==> src/rtl/circ_tap_pkg.sv <==
// Shared types for the circular multi-tap address generator.
package circ_tap_pkg;
    // Burst sequencer states: idle, emitting the write beat, emitting read beats.
    typedef enum logic [1:0] {
        SEQ_IDLE  = 2'd0,
        SEQ_WRITE = 2'd1,
        SEQ_READ  = 2'd2
    } seq_state_e;
endpackage

==> src/rtl/ctap_table.sv <==
// Delay table with two banks. Writes always land in the staging bank.
// On 'latch' (burst start) the staging bank is copied into the working
// bank. The running burst reads only the working bank.
// Assumes: wr_idx < MAX_TAPS.
module ctap_table #(
    parameter int MAX_TAPS = 16,
    parameter int LEN_W    = 12,
    localparam int IDX_W   = $clog2(MAX_TAPS)
) (
    input  logic             clk,
    input  logic             rst_n,
    input  logic             wr_en,
    input  logic [IDX_W-1:0] wr_idx,
    input  logic [LEN_W-1:0] wr_delay,
    input  logic             latch,
    input  logic [IDX_W-1:0] rd_idx,
    output logic [LEN_W-1:0] rd_delay
);
    logic [LEN_W-1:0] stage_q [MAX_TAPS];
    logic [LEN_W-1:0] work_q  [MAX_TAPS];

    for (genvar i = 0; i < MAX_TAPS; i++) begin : g_entry
        // Staging entry: take a software write aimed at this index.
        always_ff @(posedge clk) begin
            if (!rst_n)
                stage_q[i] <= '0;
            else if (wr_en && (wr_idx == IDX_W'(i)))
                stage_q[i] <= wr_delay;
        end

        // Working entry: refreshed from staging only when a burst starts.
        always_ff @(posedge clk) begin
            if (!rst_n)
                work_q[i] <= '0;
            else if (latch)
                work_q[i] <= stage_q[i];
        end
    end

    // Read port: combinational lookup for the current tap.
    always_comb rd_delay = work_q[rd_idx];
endmodule

==> src/rtl/ctap_modsub.sv <==
// Computes (head - delay) mod len for any len, without a divider.
// One subtraction; if it borrows, len is added back.
// Assumes: head < len and delay < len.
module ctap_modsub #(
    parameter int LEN_W = 12
) (
    input  logic [LEN_W-1:0] head,
    input  logic [LEN_W-1:0] delay,
    input  logic [LEN_W-1:0] len,
    output logic [LEN_W-1:0] offset
);
    logic [LEN_W:0] diff;

    // Wrap: subtract with borrow out, then add the length back on underflow.
    always_comb begin
        diff = {1'b0, head} - {1'b0, delay};
        if (diff[LEN_W])
            offset = diff[LEN_W-1:0] + len;
        else
            offset = diff[LEN_W-1:0];
    end
endmodule

==> src/rtl/ctap_head.sv <==
// Head position of the circular buffer.
// - At burst start, the head goes back to 0 if it is not below the newly
//   sampled length.
// - On 'advance' it steps by one and wraps to 0 at the sampled length.
// Assumes: start and advance are never high in the same cycle.
module ctap_head #(
    parameter int LEN_W = 12
) (
    input  logic             clk,
    input  logic             rst_n,
    input  logic             start,
    input  logic [LEN_W-1:0] cfg_len,
    input  logic             advance,
    input  logic [LEN_W-1:0] len_q,
    output logic [LEN_W-1:0] head
);
    logic [LEN_W:0]   inc;
    logic [LEN_W-1:0] head_nxt;

    // Increment with wrap-around at the sampled buffer length.
    always_comb begin
        inc      = {1'b0, head} + 1'b1;
        head_nxt = (inc == {1'b0, len_q}) ? '0 : inc[LEN_W-1:0];
    end

    // Head register: reset, restart on length shrink, or advance.
    always_ff @(posedge clk) begin
        if (!rst_n)
            head <= '0;
        else if (start && (head >= cfg_len))
            head <= '0;
        else if (advance)
            head <= head_nxt;
    end
endmodule

==> src/rtl/ctap_seq.sv <==
// Burst sequencer. It emits one write beat, then ntaps read beats, each
// held until accepted. 'start' marks the accepted trigger. 'finish' marks
// acceptance of the final beat.
// Assumes: ntaps is already clamped to MAX_TAPS and stable during a burst.
module ctap_seq
    import circ_tap_pkg::*;
#(
    parameter int MAX_TAPS = 16,
    localparam int IDX_W   = $clog2(MAX_TAPS),
    localparam int CNT_W   = $clog2(MAX_TAPS + 1)
) (
    input  logic             clk,
    input  logic             rst_n,
    input  logic             trig_ok,
    input  logic [CNT_W-1:0] ntaps,
    input  logic             ready,
    output logic             valid,
    output logic             is_wr,
    output logic [IDX_W-1:0] tap_idx,
    output logic             start,
    output logic             finish
);
    seq_state_e state_q;
    logic       accept;
    logic       last_rd;

    // Handshake and end-of-burst decode.
    always_comb begin
        valid   = (state_q != SEQ_IDLE);
        is_wr   = (state_q == SEQ_WRITE);
        accept  = valid && ready;
        start   = (state_q == SEQ_IDLE) && trig_ok;
        last_rd = (CNT_W'(tap_idx) == (ntaps - 1'b1));
        finish  = accept && (((state_q == SEQ_WRITE) && (ntaps == '0)) ||
                             ((state_q == SEQ_READ) && last_rd));
    end

    // State register: idle -> write -> reads -> idle.
    always_ff @(posedge clk) begin
        if (!rst_n) begin
            state_q <= SEQ_IDLE;
        end else begin
            case (state_q)
                SEQ_IDLE:  if (trig_ok) state_q <= SEQ_WRITE;
                SEQ_WRITE: if (accept)  state_q <= (ntaps == '0) ? SEQ_IDLE : SEQ_READ;
                SEQ_READ:  if (accept && last_rd) state_q <= SEQ_IDLE;
                default:   state_q <= SEQ_IDLE;
            endcase
        end
    end

    // Tap index: cleared at start, stepped after each accepted read beat.
    always_ff @(posedge clk) begin
        if (!rst_n)
            tap_idx <= '0;
        else if (start)
            tap_idx <= '0;
        else if ((state_q == SEQ_READ) && accept && !last_rd)
            tap_idx <= tap_idx + 1'b1;
    end
endmodule

==> src/rtl/circ_tap_addrgen.sv <==
// Address generator for one DMA channel that uses a memory region as a
// circular buffer of any length. On each accepted trigger it emits:
// - a write beat at base+head;
// - one read beat per tap at base+((head-delay) mod len);
// then advances the head and pulses done.
// Assumes: ADDR_W >= LEN_W, every delay used is below the length, and the
// bus address wraps modulo 2**ADDR_W.
module circ_tap_addrgen #(
    parameter int ADDR_W   = 16,
    parameter int LEN_W    = 12,
    parameter int MAX_TAPS = 16,
    localparam int IDX_W   = $clog2(MAX_TAPS),
    localparam int CNT_W   = $clog2(MAX_TAPS + 1)
) (
    input  logic              clk,
    input  logic              rst_n,
    input  logic [ADDR_W-1:0] cfg_base,
    input  logic [LEN_W-1:0]  cfg_len,
    input  logic [CNT_W-1:0]  cfg_taps,
    input  logic              tbl_wr_en,
    input  logic [IDX_W-1:0]  tbl_wr_idx,
    input  logic [LEN_W-1:0]  tbl_wr_delay,
    input  logic              trigger,
    output logic              out_valid,
    input  logic              out_ready,
    output logic [ADDR_W-1:0] out_addr,
    output logic              out_wr,
    output logic              done
);
    localparam int PAD_W = ADDR_W - LEN_W;

    logic [ADDR_W-1:0] base_q;
    logic [LEN_W-1:0]  len_q;
    logic [CNT_W-1:0]  ntaps_q;
    logic [CNT_W-1:0]  taps_clamped;
    logic              trig_ok;
    logic              start;
    logic              finish;
    logic [IDX_W-1:0]  tap_idx;
    logic [LEN_W-1:0]  tap_delay;
    logic [LEN_W-1:0]  head;
    logic [LEN_W-1:0]  rd_off;
    logic [LEN_W-1:0]  beat_off;

    // Trigger qualification and tap-count clamp.
    always_comb begin
        trig_ok      = trigger && (cfg_len != '0);
        taps_clamped = (cfg_taps > CNT_W'(MAX_TAPS)) ? CNT_W'(MAX_TAPS) : cfg_taps;
    end

    // Burst configuration sampled at the accepted trigger.
    always_ff @(posedge clk) begin
        if (!rst_n) begin
            base_q  <= '0;
            len_q   <= '0;
            ntaps_q <= '0;
        end else if (start) begin
            base_q  <= cfg_base;
            len_q   <= cfg_len;
            ntaps_q <= taps_clamped;
        end
    end

    // Completion pulse, one cycle after the final beat is accepted.
    always_ff @(posedge clk) begin
        if (!rst_n)
            done <= 1'b0;
        else
            done <= finish;
    end

    ctap_seq #(.MAX_TAPS(MAX_TAPS)) u_seq (
        .clk     (clk),
        .rst_n   (rst_n),
        .trig_ok (trig_ok),
        .ntaps   (ntaps_q),
        .ready   (out_ready),
        .valid   (out_valid),
        .is_wr   (out_wr),
        .tap_idx (tap_idx),
        .start   (start),
        .finish  (finish)
    );

    ctap_table #(.MAX_TAPS(MAX_TAPS), .LEN_W(LEN_W)) u_table (
        .clk      (clk),
        .rst_n    (rst_n),
        .wr_en    (tbl_wr_en),
        .wr_idx   (tbl_wr_idx),
        .wr_delay (tbl_wr_delay),
        .latch    (start),
        .rd_idx   (tap_idx),
        .rd_delay (tap_delay)
    );

    ctap_head #(.LEN_W(LEN_W)) u_head (
        .clk     (clk),
        .rst_n   (rst_n),
        .start   (start),
        .cfg_len (cfg_len),
        .advance (finish),
        .len_q   (len_q),
        .head    (head)
    );

    ctap_modsub #(.LEN_W(LEN_W)) u_modsub (
        .head   (head),
        .delay  (tap_delay),
        .len    (len_q),
        .offset (rd_off)
    );

    // Beat address: head for the write beat, wrapped tap offset for reads.
    always_comb begin
        beat_off = out_wr ? head : rd_off;
        out_addr = base_q + {{PAD_W{1'b0}}, beat_off};
    end
endmodule

==> config.mk <==
export PLATFORM = sky130hd
export DESIGN_NAME = circ_tap_addrgen
export DESIGN_NICKNAME = d
export VERILOG_FILES = /design/src/rtl/circ_tap_pkg.sv /design/src/rtl/ctap_table.sv /design/src/rtl/ctap_modsub.sv /design/src/rtl/ctap_head.sv /design/src/rtl/ctap_seq.sv /design/src/rtl/circ_tap_addrgen.sv
export SDC_FILE = /design/constraint.sdc
export NUM_CORES = 1
export LEC_CHECK = 0
export ABC_AREA = 0
export ABC_CLOCK_PERIOD_IN_PS = 9000
export BUFFER_PORTS_ARGS = -buffer_cell sky130_fd_sc_hd__buf_2
export CAP_MARGIN = 20
export CORE_ASPECT_RATIO = 1.5
export CORE_MARGIN = 2
export CORE_UTILIZATION = 35
export CTS_CLUSTER_SIZE = 24
export DETAILED_ROUTE_END_ITERATION = 10
export SYNTH_ARGS = -nofsm -noshare
export SYNTH_HDL_FRONTEND = slang
export SYNTH_SLANG_ARGS = --single-unit
==> constraint.sdc <==
create_clock -name clk -period 9 [get_ports clk]
set_input_delay 2.25 -clock clk [delete_from_list [all_inputs] [get_ports clk]]
set_output_delay 2.25 -clock clk [all_outputs]
set_load 0.02 [all_outputs]
==> results of run 1 <==
==> placed cells by master (no fill, tap or decap), types with 41 or more instances in the layout <==
| cell | n |
|---|---|
| nor2_1 | 56 |
| and2_1 | 198 |
| buf_2 | 70 |
| ha_1 | 48 |
| a21oi_1 | 41 |
| dfxtp_1 | 54 |
| inv_1 | 43 |
| mux4_2 | 60 |
| edfxtp_1 | 384 |
| and3_1 | 195 |
| nand2_1 | 98 |
| clkbuf_16 | 42 |
==> metal layers <==
metal | vias up | GRT usage
li1 | 5963 | -
met4 | 4 | 0.0664
met3 | 121 | 0.0200
met1 | 6366 | 0.178
met2 | 383 | 0.330
met5 | - | 0
==> flip-flops by register name, indices dropped and copies added, names as in the netlist, named ones only <==
| signal | cells |
|---|---|
| u_table.stage_q | 192 |
| u_table.work_q | 192 |
| base_q | 16 |
| len_q | 12 |
| u_head.head | 12 |
| ntaps_q | 5 |
| u_seq.tap_idx | 4 |
| u_seq.state_q | 2 |
| done | 1 |
==> synthesized netlist by cell type, drive strengths merged (2+ instances only) <==
master,n
mux2i,2
nand2,99
nand4,5
xor2,16
a31oi,5
clkbuf,98
inv,43
nand3,16
dfxtp,56
nand2b,9
edfxtp,384
a21o,3
o311ai,2
nand4b,3
xnor2,35
a311oi,2
nor2b,16
nand3b,2
or2,3
a41oi,5
and4,15
ha,52
o21a,4
o21ai,45
or3,4
a31o,2
nor3b,7
a211oi,4
nor4,7
nor2,57
o21bai,2
nor3,23
and3,195
a21boi,33
a21oi,43
and2,198
fa,3
a221o,10
mux4,60
o2111ai,3
buf,18
==> worst paths after layout <==
path                    startpoint                to  slack [ps]  cells after the start
setup reg to reg    u_head.head[1]    u_head.head[8]        5440                      8
hold reg to reg   u_seq.state_q[1]  u_seq.state_q[0]         460                      1
hold / removal    u_seq.state_q[1]  u_seq.state_q[0]         460                      1
setup / recovery         flip-flop      out_addr[14]         270                     27
==> worst max-delay path, stage by stage, from the launching register on <==
cell and delay [ps]:
dfxtp_4 400, buf_12 140, buf_16 160, mux4_2 510, mux4_2 480, inv_1 100
ha_1 250, o21a_1 170, o31ai_2 80, a211o_1 300, o21ai_0 160, a21oi_1 110
xnor2_1 240, ha_1 330, nor2b_1 160, a41oi_1 200, o311ai_0 170, a21oi_1 200
xor2_1 100, or3_1 330, a31oi_2 240, ha_2 260, or3_1 120, o21ai_0 110
a21oi_2 170, nand3_1 110, xnor2_1 140, buf_2 180
==> cell type report <==
class / instances / area (um^2)
Fill cell: 5371 / 35400
Sequential cell: 440 / 12700
Multi-Input combinational cell: 1002 / 7550
Clock buffer: 49 / 1060
Tap cell: 777 / 972
Timing Repair Buffer: 112 / 769
Clock inverter: 26 / 235
Inverter: 43 / 161
==> stage by stage <==
stage                     setup TNS [ps]  cells  total power, W  instance area (um^2)
final                                  0   2449         0.00500                 23400
after detailed placement               0   2357         0.00330                 21800
after CTS                              0   2435         0.00501                 23200
after floorplan                        0   1601         0.00304                 20700
after global routing               -35.9   2449         0.00520                 23400
after global placement                 0   2356         0.00328                 21800
==> logic make-up (layout without fill, tap and decap cells) <==
group                    after synthesis  in the layout  share of synthesized area
adder cells (fa/ha/maj)               55             55                     0.0343
AO/OA/AOI/OAI                        171            171                     0.0537
AND/OR/NAND/NOR                      662            662                      0.182
flip-flops                           440            440                      0.611
buffers and inverters                159            230                     0.0305
XOR/XNOR                              51             51                     0.0216
multiplexers                          63             63                     0.0668
==> power groups by stage <==
stage / sequential (W) / combinational [W] / clock [W]
finish: 0.00244 / 0.000855 / 0.00171
global placement: 0.00248 / 0.000803 / 0
global route: 0.00245 / 0.000928 / 0.00182
detailed placement: 0.00248 / 0.000822 / 0
floorplan: 0.00245 / 0.000585 / 0
CTS: 0.00244 / 0.000826 / 0.00175
==> what timing repair did <==
| item | in CTS | in global routing |
|---|---|---|
| gates resized for setup | 1 | 24 |
| buffers inserted | 3 | 11 |
| cloned | 0 | 1 |
| pin swaps | 0 | 6 |
| endpoints found under the setup margin | 6 | 7 |
==> qor.csv, run 1 <==
metric;value;unit
Synth area leaders;edfxtp_1 56%, mux4_2 6.5%, and2_1 6.0%, and3_1 5.9%, dfxtp_1 5.4%;
Crit. End Element;output port;
Peak VDD IR;0.109;mV
MaxCap Viol Count;0;
Max Transition Viols Final;0;
Final Util;0.398;
P_leak;9.11;nW
min Tclk post-route;8730;ps
drc violations;0;
synthesis-stage register bit count;440;
pwr/cell area;214;mW/mm^2
sequential share of power;0.487;
Cell Area, Synth;0.0207;mm^2
worst-margin pin slew;1230;ps
fmax;115;MHz
via count;12800;
vias per cell;5.24;
Die Area;0.0612;mm^2
TritonCTS buffer count;41;
Clock Sinks;440;
register area share after synthesis;0.611;
ys flop type;edfxtp_1;
critical path data arrival time;6480;ps
status;finished, final reports clean;
endpoints failing setup;0;
clock share of power;0.342;
clk buf depth;3;
number of global-route vias before repair;12900;
final worst-path cycle share;0.970;
Core Area;0.0588;mm^2
clk root buf;clkbuf_16;
routability congestion estimate from global placement;0.901;
io pins;73;
Avg WL per Cell;21.0;um
GRT Overall Usage;0.167;
Synth cell types;58;
switching pwr;0.00135;W
Fin Hold WS;456;ps
EDFF count, synth;384;
first-pass GRT wire length;77800;um
max_slew headroom;0.180;
Ys Warns;0;
Pint;0.00365;W
Post-Syn Instances;1601;
Gate power share;0.171;
largest net degree at the start of global routing;205;
startpoint types;flip-flop;
layout net count;1749;
CTS tree;built;
WL met2;28700;um
Post-Syn Area per Cell;12.9;um^2
total nets after synthesis;1710;
hold buffers post-CTS;0;
initial antenna violation count;2;
share of the synthesized area in the top cell type;0.557;
Area growth syn-to-layout;13.0;%
post-synthesis async set-or-reset flop share;0;
Die W;203;um
Initial DRT Pass Iterations;5;
IO Port Bufs;72;
Starting Density;0.352;
Skew-Pair Late Insertion Delay;550;ps
diode count;0;
total gr overflow;0;
# rows;109;
CP Class;reg -> out;
Fin Clk Skew;12.1;ps
Worst Slack Setup Final;271;ps
register clock-pin slew on the reported worst setup and hold paths;60;ps
routed wl met3;2240;um
Worst EP required;6750;ps
maximum fanout along the worst path;12;
Final HPWL DP;34400;um
final-report hold violation count;0;
area leader, netlist;edfxtp_1;
switching share of power;0.270;
Metal-1 WL;18400;um
First DRT Iteration DRCs;1112;
drt total wl;51500;um
Max Used Layer;met5;
layout cells sized above 1;0.158;
die height;302;um
CTS HTree Levels;2;
remaining antenna violation count;0;
Post-Place Worst Slack;368;ps
Worst Hold Class;reg -> reg;
(Power assumes the default switching activity.)
==> inputs of run 2 (changes only) <==
--- a/config.mk
+++ b/config.mk
@@ -14,6 +14,7 @@
 export CORE_UTILIZATION = 35
 export CTS_CLUSTER_SIZE = 24
 export DETAILED_ROUTE_END_ITERATION = 10
+export PLACE_DENSITY_LB_ADDON = 0.08
 export SYNTH_ARGS = -nofsm -noshare
 export SYNTH_HDL_FRONTEND = slang
 export SYNTH_SLANG_ARGS = --single-unit
==> run 2 against run 1 <==
- hold slack improved by 0.89 ps
- clock power grew 18%
- register-to-register slack worse by 60 ps
- cell count grew 1.0%
- flip-flop and latch count unchanged
- critical path depth shrank 1
- via count down 2.0%
- setup slack lost 3.0 ps
- count of clock-buffer cells in the layout increased by 7
- critical endpoint is now out_addr[13]
- global-route usage increased by 1.7 points
==> qor.csv, run 2 (synthesis results as in run 1) <==
metric;value;unit;change
status;finished, final reports clean;;
io pins;73;;unchanged
final-report hold violation count;0;;unchanged
Final Power;0.00534;W;+6.8%
endpoints failing setup;0;;unchanged
maximum fanout along the worst path;4;;-8
most frequent cells in the layout;384 x edfxtp_1, 198 x and2_1, 195 x and3_1;;
commonest non-fill, non-tap cell in the layout;edfxtp_1;;
Crit. End Element;output port;;
Hold Path Cell Cnt;1;;unchanged
drt total wl;56700;um;+10%
Peak VDD IR;0.126;mV;+15%
critical path data arrival time;6480;ps;about the same
Fin Clk Skew;13.0;ps;+0.901 ps
number of global-route vias before repair;13000;;+0.83%
pwr/cell area;224;mW/mm^2;+4.5%
largest net degree at the start of global routing;205;;unchanged
reg2reg path depth;8;;unchanged
Worst EP required;6750;ps;about the same
Post-DP Area;0.0220;mm^2;+0.60%
# rows;109;;unchanged
die height;302;um;unchanged
Initial DRT Pass Iterations;5;;unchanged
Core Area;0.0588;mm^2;unchanged
GRT Overall Usage;0.184;;+0.0175
Clock Sinks;440;;unchanged
Max Transition Viols Final;0;;unchanged
Skew-Pair Late Insertion Delay;590;ps;+40 ps
remaining antenna violation count;0;;unchanged
routability congestion estimate from global placement;0.825;;-8.4%
drc violations;0;;unchanged
TritonCTS buffer count;46;;+12%
CP Class;reg -> out;;
startpoint types;flip-flop;;
Final HPWL DP;36800;um;+7.1%
MaxCap Viol Count;0;;unchanged
max_slew headroom;0.125;;-0.0545
layout cells sized above 1;0.177;;+0.0191
Avg WL per Cell;22.9;um;+8.9%
vias per cell;5.09;;-2.9%
layout net count;1766;;+0.97%
Die Area;0.0612;mm^2;unchanged
clk buf depth;3;;unchanged
final instance area;0.0239;mm^2;+2.1%
Reg2Reg Setup Slack;5380;ps;-60 ps
via count;12600;;-2.0%
Starting Density;0.352;;unchanged
Fin Hold WS;457;ps;+0.891 ps
IO Port Bufs;72;;unchanged
register clock-pin slew on the reported worst setup and hold paths;60;ps;about the same
clk root buf;clkbuf_16;;
First DRT Iteration DRCs;792;;-29%
worst-margin pin slew;1310;ps;+81.7 ps
Worst Slack Setup Final;268;ps;-3.02 ps
largest registers;u_table.stage_q x192, u_table.work_q x192, base_q x16;;
P_leak;9.33;nW;+2.5%
initial antenna violation count;2;;unchanged
final worst-path cycle share;0.970;;about the same
CTS HTree Levels;2;;unchanged
Post-Place Worst Slack;485;ps;+117 ps
first-pass GRT wire length;83400;um;+7.3%
fmax;115;MHz;about the same
Final Util;0.407;;+0.00854
Area growth syn-to-layout;15.4;%;
CTS tree;built;;
Die W;203;um;unchanged
Worst Hold Class;reg -> reg;;
total gr overflow;0;;unchanged
min Tclk post-route;8730;ps;+3.02 ps
run 2: repair_timing:
item,in CTS,in global routing
endpoints found under the setup margin,5,7
resized for setup,2,33
cloned,0,1
pin swaps,0,12
hold buffers,0,0
setup buffers,3,15
run 2: final timing paths:
kind / from / to
max: flip-flop / out_addr[13]
min: u_seq.state_q[1] / u_seq.state_q[0]
max reg2reg: u_head.head[1] / u_head.head[4]
min reg2reg: u_seq.state_q[1] / u_seq.state_q[0]
run 2: cell type report:
type                            count  area, um^2
Tap cell                          777         972
Antenna cell                        2        5.00
Fill cell                        5466       34900
Clock inverter                     30         383
Multi-Input combinational cell   1002        7620
Sequential cell                   440       12700
Timing Repair Buffer              124         898
Clock buffer                       56        1200
Inverter                           43         161
run 2: worst max-delay path: stages, from the launching register on:
cell      delay [ps]
dfxtp_4          390
buf_4            160
mux4_2           590
mux4_2           520
ha_1             220
inv_1             70
fa_1             230
a21oi_2           90
o21ai_2          200
o21ai_0           90
nor2b_2          160
xnor2_1          220
ha_2             350
nor3_1           210
nor2_1            90
o211ai_1         110
a21boi_1         110
or3_1            320
a311oi_2         270
a21oi_2           80
ha_1             360
and4_1           190
nand3_1          110
a41oi_2          240
o21ai_0          130
xnor2_1          220
buf_4            180
run 2: per-layer routing:
layer	global-route usage	wire length [um]	part of all wire
met2	0.354	31100	0.55
met1	0.206	21800	0.38
met3	0.0252	1890	0.033
met5	0	0	0
met4	0.0666	1840	0.032
run 2: report_power, final:
part           internal [W]  leakage (nW)  switching [W]  total, W
Sequential          0.00237          4.38      0.0000608   0.00243
Clock               0.00117         0.768       0.000847   0.00201
Combinational      0.000349          4.19       0.000549  0.000899
Total               0.00389          9.33        0.00146   0.00534
run 2: metrics by stage:
stage                     instances  TNS [ps]
after floorplan                1601         0
after CTS                      2455         0
after global routing           2472     -67.2
after detailed placement       2366         0
after global placement         2360         0
final                          2474         0
==> inputs of run 3 (changes only) <==
--- a/config.mk
+++ b/config.mk
@@ -9,12 +9,12 @@
 export ABC_CLOCK_PERIOD_IN_PS = 9000
 export BUFFER_PORTS_ARGS = -buffer_cell sky130_fd_sc_hd__buf_2
 export CAP_MARGIN = 20
-export CORE_ASPECT_RATIO = 1.5
 export CORE_MARGIN = 2
 export CORE_UTILIZATION = 35
 export CTS_CLUSTER_SIZE = 24
 export DETAILED_ROUTE_END_ITERATION = 10
 export PLACE_DENSITY_LB_ADDON = 0.08
+export SLEW_MARGIN = 40
 export SYNTH_ARGS = -nofsm -noshare
 export SYNTH_HDL_FRONTEND = slang
 export SYNTH_SLANG_ARGS = --single-unit
==> run 3 against run 2 <==
- flip-flop and latch count stayed put
- via count grew 1.6%
- die area is essentially flat
- setup slack lost 71 ps
- clock power rose by 2%
- clock skew grew 0.59 ps
- global-route usage rose by 0.84 points
- combinational power increased by 2.6%
- hold slack worse by 0.98 ps
- sequential power is essentially flat
- critical endpoint is now out_addr[12]
==> qor.csv, run 3 (synthesis results as in run 1) <==
metric;value;unit;change
routability congestion estimate from global placement;0.830;;+0.61%
most frequent cells in the layout;384 x edfxtp_1, 198 x and2_1, 195 x and3_1;;
Initial DRT Pass Iterations;5;;unchanged
critical path data arrival time;6550;ps;+70 ps
Avg WL per Cell;23.9;um;+4.2%
startpoint types;flip-flop;;
vias per cell;5.20;;+2.1%
First DRT Iteration DRCs;871;;+10%
status;finished, final reports clean;;
CP max stage cell;mux4_2;;
hold buffers post-CTS;0;;unchanged
fmax;114;MHz;-0.81%
io pins;73;;unchanged
Post-Place Worst Slack;367;ps;-118 ps
remaining antenna violation count;0;;unchanged
TritonCTS buffer count;50;;+8.7%
Final HPWL DP;36200;um;-1.8%
# rows;89;;-18%
clk root buf;clkbuf_16;;
Final Util;0.409;;+0.00263
Max Transition Viols Final;0;;unchanged
Post-DP Area;0.0220;mm^2;about the same
pwr/cell area;225;mW/mm^2;+0.47%
Gate power share;0.171;;+0.003
Worst EP required;6750;ps;about the same
final worst-path cycle share;0.978;;+0.00788
Area growth syn-to-layout;16.2;%;
switching pwr;0.00149;W;+2.4%
CP Class;reg -> out;;
register clock-pin slew on the reported worst setup and hold paths;60;ps;about the same
initial antenna violation count;11;;+9
first-pass GRT wire length;86200;um;+3.3%
total gr overflow;0;;unchanged
Pint;0.00391;W;+0.68%
Starting Density;0.352;;about the same
final instance area;0.0241;mm^2;+0.68%
number of global-route vias before repair;12800;;-1.3%
via count;12800;;+1.6%
switching share of power;0.276;;+0.00334
Crit. End Element;output port;;
Clock Sinks;440;;unchanged
Fillers;5464;;-0.037%
IO Port Bufs;72;;unchanged
Skew-Pair Late Insertion Delay;600;ps;about the same
CTS HTree Levels;2;;unchanged
die height;247;um;-18%
layout cells sized above 1;0.184;;+0.00736
final-report hold violation count;0;;unchanged
Die Area;0.0611;mm^2;about the same
commonest non-fill, non-tap cell in the layout;edfxtp_1;;
min Tclk post-route;8800;ps;+70.9 ps
Worst Hold Class;reg -> reg;;
GRT Overall Usage;0.193;;+0.00835
P_leak;9.33;nW;about the same
Core Area;0.0588;mm^2;about the same
largest registers;u_table.stage_q x192, u_table.work_q x192, base_q x16;;
largest net degree at the start of global routing;194;;-5.4%
drt total wl;58800;um;+3.7%
endpoints failing setup;0;;unchanged
clk buf depth;3;;unchanged
max_slew headroom;0.428;;+0.302
Die W;247;um;+22%
Worst Slack Setup Final;197;ps;-70.9 ps
MaxCap Viol Count;0;;unchanged
Fin Clk Skew;13.6;ps;+0.593 ps
Peak VDD IR;0.139;mV;+10%
sequential share of power;0.450;;-0.005
CTS tree;built;;
maximum fanout along the worst path;6;;+2
layout net count;1755;;-0.62%
drc violations;0;;unchanged
Worst path max stage delay;570;ps;-20 ps
clock share of power;0.379;;+0.002
worst-margin pin slew;859;ps;-453 ps
-- run 3: path summary, 6_finish.rpt --
kind,startpoint,to,slack [ps],cells past startpoint
worst min register to register,u_seq.state_q[1],u_seq.state_q[0],460,1
worst max register to register,u_head.head[1],u_head.head[4],5310,8
worst max-delay path,flip-flop,out_addr[12],200,28
worst min-delay path,u_seq.state_q[1],u_seq.state_q[0],460,1
-- run 3: what timing repair did --
action	4_1_cts	5_1_grt
setup buffers	3	11
pin swaps	0	18
cloned	0	1
resized for setup	1	59
endpoints found under the setup margin	6	7
-- run 3: area by class of cell --
cell class                      count  area [um^2]  share of cell area
Multi-Input combinational cell   1002         7830               0.325
Tap cell                          773          967              0.0402
Clock inverter                     35          308              0.0128
Timing Repair Buffer              109          821              0.0341
Inverter                           43          161             0.00671
Antenna cell                        2         5.00            0.000208
Sequential cell                   440        12700               0.526
Clock buffer                       58         1320              0.0547
-- run 3: critical path, delay by kind of cell, from the launching register on --
family | cells | cell delay [ps]
compound gates | 8 | 1050
xor+xnor | 2 | 320
fa+ha+maj | 3 | 780
buf+inv | 8 | 1130
flops | 1 | 400
mux | 2 | 1060
simple gates | 5 | 1210
-- run 3: through the flow --
stage	hold slack (ps)	instances	TNS [ps]	total power, W
after floorplan	415	1601	0	0.00304
after detailed placement	446	2351	0	0.00335
final	456	2462	0	0.00540
after global placement	446	2351	0	0.00333
after CTS	454	2447	0	0.00541
after global routing	487	2460	-211	0.00564
-- run 3: layer usage --
layer | wire (um) | track usage
met5 | 0 | 0
met4 | 1270 | 0.0470
met3 | 2580 | 0.0283
met2 | 28900 | 0.326
met1 | 26000 | 0.260
-- run 3: power by group through the flow --
| stage | Combinational (W) | Clock (W) | Sequential, W |
|---|---|---|---|
| after floorplan | 0.000585 | 0 | 0.00245 |
| after global placement | 0.000855 | 0 | 0.00248 |
| after detailed placement | 0.000870 | 0 | 0.00248 |
| after CTS | 0.000873 | 0.00210 | 0.00243 |
| after global routing | 0.00101 | 0.00217 | 0.00245 |
| final | 0.000922 | 0.00205 | 0.00243 |
